===== src/rtl/pair_pkg.sv =====
package pair_pkg;
  typedef enum logic [1:0] {
    CLS_INT  = 2'd0,
    CLS_FPOP = 2'd1,
    CLS_FLD  = 2'd2,
    CLS_FST  = 2'd3
  } op_cls_e;

  function automatic logic fp_side(op_cls_e c);
    return c == CLS_FPOP;
  endfunction

  function automatic logic a_is_fp(op_cls_e c);
    return c == CLS_FPOP;
  endfunction

  function automatic logic b_used(op_cls_e c);
    return c != CLS_FLD;
  endfunction

  function automatic logic b_is_fp(op_cls_e c);
    return (c == CLS_FPOP) || (c == CLS_FST);
  endfunction

  function automatic logic writes_fp(op_cls_e c);
    return (c == CLS_FPOP) || (c == CLS_FLD);
  endfunction
endpackage


===== src/rtl/pair_src_check.sv =====
module pair_src_check
  import pair_pkg::*;
#(
  parameter int NREG = 8,
  localparam int IW = $clog2(NREG)
) (
  input  logic            clk_i,
  input  logic            rst_ni,
  input  logic            valid_i,
  input  logic [1:0]      cls_i,
  input  logic [IW-1:0]   srca_i,
  input  logic [IW-1:0]   srcb_i,
  input  logic [NREG-1:0] busy_int_i,
  input  logic [NREG-1:0] busy_fp_i,
  output logic            ready_o
);
  op_cls_e cls;
  logic    a_busy, b_busy;

  assign cls    = op_cls_e'(cls_i);
  assign a_busy = a_is_fp(cls) ? busy_fp_i[srca_i] : busy_int_i[srca_i];
  assign b_busy = b_used(cls) &&
                  (b_is_fp(cls) ? busy_fp_i[srcb_i] : busy_int_i[srcb_i]);
  assign ready_o = valid_i && !a_busy && !b_busy;


  ready_needs_valid_chk: assert property (@(posedge clk_i) disable iff (!rst_ni)
    ready_o |-> valid_i);

  int_op_clear_chk: assert property (@(posedge clk_i) disable iff (!rst_ni)
    (ready_o && cls == CLS_INT) |-> (!busy_int_i[srca_i] && !busy_int_i[srcb_i]));

  fst_data_clear_chk: assert property (@(posedge clk_i) disable iff (!rst_ni)
    (ready_o && cls == CLS_FST) |-> !busy_fp_i[srcb_i]);
endmodule


===== src/rtl/pair_xdep.sv =====
module pair_xdep
  import pair_pkg::*;
#(
  parameter int IW = 3
) (
  input  logic          clk_i,
  input  logic          rst_ni,
  input  logic [1:0]    cls0_i,
  input  logic [IW-1:0] dst0_i,
  input  logic [1:0]    cls1_i,
  input  logic [IW-1:0] dst1_i,
  input  logic [IW-1:0] srca1_i,
  input  logic [IW-1:0] srcb1_i,
  output logic          conflict_o
);
  op_cls_e c0, c1;
  logic    same_side, raw, waw;

  assign c0 = op_cls_e'(cls0_i);
  assign c1 = op_cls_e'(cls1_i);

  assign same_side = fp_side(c0) == fp_side(c1);
  // only FP registers can be shared across the split
  assign raw = writes_fp(c0) &&
               ((a_is_fp(c1) && dst0_i == srca1_i) ||
                (b_is_fp(c1) && dst0_i == srcb1_i));
  assign waw = writes_fp(c0) && writes_fp(c1) && (dst0_i == dst1_i);

  assign conflict_o = same_side || raw || waw;


  fld_raw_chk: assert property (@(posedge clk_i) disable iff (!rst_ni)
    (c0 == CLS_FLD && c1 == CLS_FPOP && (dst0_i == srca1_i || dst0_i == srcb1_i))
      |-> conflict_o);

  fst_raw_chk: assert property (@(posedge clk_i) disable iff (!rst_ni)
    (c0 == CLS_FPOP && c1 == CLS_FST && dst0_i == srcb1_i) |-> conflict_o);

  int_dst_free_chk: assert property (@(posedge clk_i) disable iff (!rst_ni)
    (c0 == CLS_INT && c1 == CLS_FPOP) |-> !conflict_o);
endmodule


===== src/rtl/pair_issue_check.sv =====
module pair_issue_check
  import pair_pkg::*;
#(
  parameter int NREG = 8,
  localparam int IW = $clog2(NREG)
) (
  input  logic            clk_i,
  input  logic            rst_ni,
  input  logic            valid0_i,
  input  logic [1:0]      cls0_i,
  input  logic [IW-1:0]   dst0_i,
  input  logic [IW-1:0]   srca0_i,
  input  logic [IW-1:0]   srcb0_i,
  input  logic            valid1_i,
  input  logic [1:0]      cls1_i,
  input  logic [IW-1:0]   dst1_i,
  input  logic [IW-1:0]   srca1_i,
  input  logic [IW-1:0]   srcb1_i,
  input  logic [NREG-1:0] busy_int_i,
  input  logic [NREG-1:0] busy_fp_i,
  output logic            issue0_o,
  output logic            issue1_o,
  output logic [1:0]      issue_cnt_o,
  output logic            int_en_o,
  output logic            fp_en_o,
  output logic            int_sel_o,
  output logic [1:0]      shift_o
);
  localparam int NSLOT = 2;

  logic            vld  [NSLOT];
  logic [1:0]      cls  [NSLOT];
  logic [IW-1:0]   srca [NSLOT];
  logic [IW-1:0]   srcb [NSLOT];
  logic [NSLOT-1:0] rdy;
  logic            conflict;
  logic            fp0, fp1;

  assign vld[0]  = valid0_i;  assign vld[1]  = valid1_i;
  assign cls[0]  = cls0_i;    assign cls[1]  = cls1_i;
  assign srca[0] = srca0_i;   assign srca[1] = srca1_i;
  assign srcb[0] = srcb0_i;   assign srcb[1] = srcb1_i;

  for (genvar g = 0; g < NSLOT; g++) begin : g_src
    pair_src_check #(.NREG(NREG)) u_src (
      .clk_i      (clk_i),
      .rst_ni     (rst_ni),
      .valid_i    (vld[g]),
      .cls_i      (cls[g]),
      .srca_i     (srca[g]),
      .srcb_i     (srcb[g]),
      .busy_int_i (busy_int_i),
      .busy_fp_i  (busy_fp_i),
      .ready_o    (rdy[g])
    );
  end

  pair_xdep #(.IW(IW)) u_xdep (
    .clk_i      (clk_i),
    .rst_ni     (rst_ni),
    .cls0_i     (cls0_i),
    .dst0_i     (dst0_i),
    .cls1_i     (cls1_i),
    .dst1_i     (dst1_i),
    .srca1_i    (srca1_i),
    .srcb1_i    (srcb1_i),
    .conflict_o (conflict)
  );

  assign fp0 = fp_side(op_cls_e'(cls0_i));
  assign fp1 = fp_side(op_cls_e'(cls1_i));

  assign issue0_o    = rdy[0];
  assign issue1_o    = rdy[0] && rdy[1] && !conflict;
  assign issue_cnt_o = issue1_o ? 2'd2 : (issue0_o ? 2'd1 : 2'd0);
  assign int_en_o    = (issue0_o && !fp0) || (issue1_o && !fp1);
  assign fp_en_o     = (issue0_o && fp0) || (issue1_o && fp1);
  assign int_sel_o   = issue1_o && !fp1;

  always_ff @(posedge clk_i or negedge rst_ni) begin
    if (!rst_ni) shift_o <= 2'd0;
    else         shift_o <= issue_cnt_o;
  end


  in_order_chk: assert property (@(posedge clk_i) disable iff (!rst_ni)
    issue1_o |-> issue0_o);

  split_sides_chk: assert property (@(posedge clk_i) disable iff (!rst_ni)
    issue1_o |-> (fp0 != fp1));

  one_per_slot_chk: assert property (@(posedge clk_i) disable iff (!rst_ni)
    issue1_o |-> (int_en_o && fp_en_o));

  shift_follow_chk: assert property (@(posedge clk_i) disable iff (!rst_ni)
    rst_ni |=> shift_o == $past(issue_cnt_o));

  waw_hold_chk: assert property (@(posedge clk_i) disable iff (!rst_ni)
    (issue1_o && (cls0_i == 2'd2 || cls0_i == 2'd1) && (cls1_i == 2'd2 || cls1_i == 2'd1))
      |-> dst0_i != dst1_i);
endmodule


===== config.mk =====
export PLATFORM = sky130hd
export DESIGN_NAME = pair_issue_check
export DESIGN_NICKNAME = d
export VERILOG_FILES = /design/src/rtl/pair_pkg.sv /design/src/rtl/pair_src_check.sv /design/src/rtl/pair_xdep.sv /design/src/rtl/pair_issue_check.sv
export SDC_FILE = /design/constraint.sdc
export NUM_CORES = 1
export LEC_CHECK = 0
export BUFFER_PORTS_ARGS = -buffer_cell sky130_fd_sc_hd__buf_2
export CAP_MARGIN = 20
export CORE_ASPECT_RATIO = 1.4
export CORE_MARGIN = 2
export CORE_UTILIZATION = 48
export DETAILED_ROUTE_END_ITERATION = 6
export GPL_TIMING_DRIVEN = 1
export PLACE_DENSITY = 0.86
export SLEW_MARGIN = 20
export SYNTH_ARGS = -nofsm -noshare
export SYNTH_HDL_FRONTEND = slang
export SYNTH_SLANG_ARGS = --single-unit

===== constraint.sdc =====
create_clock -name clk_i -period 3.4 [get_ports clk_i]
set_input_delay 0 -clock clk_i [delete_from_list [all_inputs] [get_ports clk_i]]
set_output_delay 0 -clock clk_i [all_outputs]
set_load 0.01 [all_outputs]

==> run metrics <==
CP max stage delay 0.52 ns; Sequential cell area 50.0 um2; CTS tree done; clk sinks 2; Routed Wire Length 2380 um; Setup crit start srca1_i[0]; Yosys warning count 0; synthesized area 901 um2; Final Critical Period 1.90 ns; CP Cell Sequence buf_2 > mux4_2 > nor2b_1 > a211o_1 > a2111oi_2 > and2_1 > buf_2; ant diodes 0; sum of net half-perimeters after detailed placement 2100 um; IO Port Bufs 50; layout cells sized above 1 53.1%; wire per inst 15.8 um; initial core utilization 51.3%; Async SR Flop Fraction 100%; initial antenna violation count 0; compound-cell area share of the yosys netlist 8.61%; CP Launch Type input pin; total core area 0.00176 mm2; Nets 180; Resize count post-CTS 0; initial detailed-routing violation count 13; Fin. Hold Viols 0; number of flip-flops in the largest register 2; die width 40.6 um; VDD IR max 0.0000902 V; maxcap violations 0; post-synthesis sequential area ratio 5.56%; Tot GR Track Use 23.7%; Setup TNS 0 ns; post-synthesis xor/xnor area fraction 8.75%; CTS buffer count 3; Reg clk slew, reported paths 0.03 ns; main combinational cell family by area after synthesis multiplexers; largest reg by FF count shift_o; remaining antenna violation count after routing 0; Crit Path Max Fanout 5; largest net degree at the start of global routing 8; CTS root buf clkbuf_4; Cells after Synth 79; Final Setup Violations 0; worst slew pin tran 0.558 ns; first-pass GRT wire length 3880 um; multi-input logic area 798 um2; CTS max path bufs 2; Simple-Gate Fraction of Synth Area 14.3%; GP Congestion 0.811; net count after synthesis 127; EDFF count, synth 0; GRT overflow 0; Critical-path top delay cell mux4_2; FF+latch count, synth 2; crit end category output port; commonest cells after routing, fill and taps aside buf_2 (50), mux4_2 (12), inv_1 (6), xor2_1 (6), ha_1 (6); DR vias/cell 6.22; Top Registers shift_o x2; Slew Limit Fails 0; drt drc 0; Synth Area in Adders 8.33%; post-synth cell types 31; syn_area_per_cell 11.4 um2; # fillers 145; Primary FF master, synth dfrtp_1; LEAKAGE 0.573 nW; Max Freq 527 MHz; WP data arrival 1.90 ns; status finished, final reports clean; vias in the first global route 951; most common cell after layout, fill and taps aside buf_2; total die area 0.00224 mm2; Slew headroom 62.4%; row cnt 18; Top Ports 51; Worst Hold Class in -> async; Die H 55.3 um; PwrDens 188 mW/mm2; critical path type in -> out; final period utilization 55.9%; Crit path required time 3.40 ns; CTS HTree Levels 1; Pre-Repair DR Iteration Count 4; cell mode on critical path buf_2; via count 933; hold slack 0.0927 ns; crit path to issue1_o; RSZ-0062 raised after global routing false; Area Overhead vs Synth 30.8%; mux contribution to synthesized area 48.6%
## worst min-delay path by stage
stage	start	to	cells after the start
2_1_floorplan	rst_ni	shift_o[0]	0
3_5_place_dp	rst_ni	shift_o[1]	1
3_3_place_gp	rst_ni	shift_o[0]	1
5_1_grt	rst_ni	shift_o[0]	2
4_1_cts	rst_ni	shift_o[0]	2
6_report	rst_ni	shift_o[1]	2
## final cells by class
type | count | area share (%)
multi-input combinational | 68 | 67.7
timing repair buffer | 51 | 22.1
sequential | 2 | 4.25
tap | 20 | 2.12
clock buffer | 3 | 1.91
inverter | 6 | 1.91
## cell usage after synthesis, types with 2 or more instances
master	n	area, um2
nand3_1	2	10.0
nor2b_1	3	18.8
buf_6	2	22.5
inv_1	6	22.5
nor2_1	4	15.0
mux4_2	12	270
nor4_1	3	18.8
xnor2_1	3	26.3
mux4_1	4	105
mux2i_1	4	40.0
and2_1	3	18.8
dfrtp_1	2	50.1
o21a_1	2	15.0
xor2_1	6	52.6
mux2_2	2	22.5
ha_1	6	75.1
## cell families (layout without fill, tap and decap cells)
logic type	Yosys count	count (layout)
AO/OA/AOI/OAI	9	9
XOR/XNOR	9	9
adder cells (fa/ha/maj)	6	6
buffers and inverters	9	60
flip-flops	2	2
multiplexers	22	22
AND/OR/NAND/NOR	22	22
## what timing repair did
action                                 CTS  global route
hold buffers                             1             0
setup buffers                            0             0
endpoints found under the hold margin    2             0
## routing by layer
layer	up-vias	wire length [um]	track usage, %
met4	0	59	8.57
li1	427	-	-
met5	-	0	0
met3	6	137	3.21
met1	455	802	24.8
met2	45	1380	43.3
## stage by stage
stage / instances / power [W] / utilization [%] / area, um2 / worst slack, ns
6_report: 150 / 0.000222 / 67.1 / 1180 / 1.50
2_1_floorplan: 79 / 0.000112 / - / 901 / 1.65
5_1_grt: 150 / 0.000238 / 67.1 / 1180 / 1.37
3_3_place_gp: 146 / 0.000162 / 65.2 / 1150 / 1.53
4_1_cts: 150 / 0.000224 / 67.1 / 1180 / 1.49
3_5_place_dp: 146 / 0.000168 / 65.2 / 1150 / 1.50
## power breakdown
group	internal (W)	switching, W	leakage, nW	total (W)
Clock	0.0000389	0.0000135	0.0138	0.0000524
Sequential	0.0000254	0.000000490	0.0272	0.0000259
Combinational	0.0000777	0.0000656	0.532	0.000143
Total	0.000142	0.0000796	0.573	0.000222
## critical path: cells and delay by family
family | cells | cell delay, ns
AOI/OAI and AO/OA | 2 | 0.71
buffers and inverters | 2 | 0.31
muxes | 1 | 0.52
and+or+nand+nor | 2 | 0.35
Note: power is estimated with default switching activity, not from simulation.
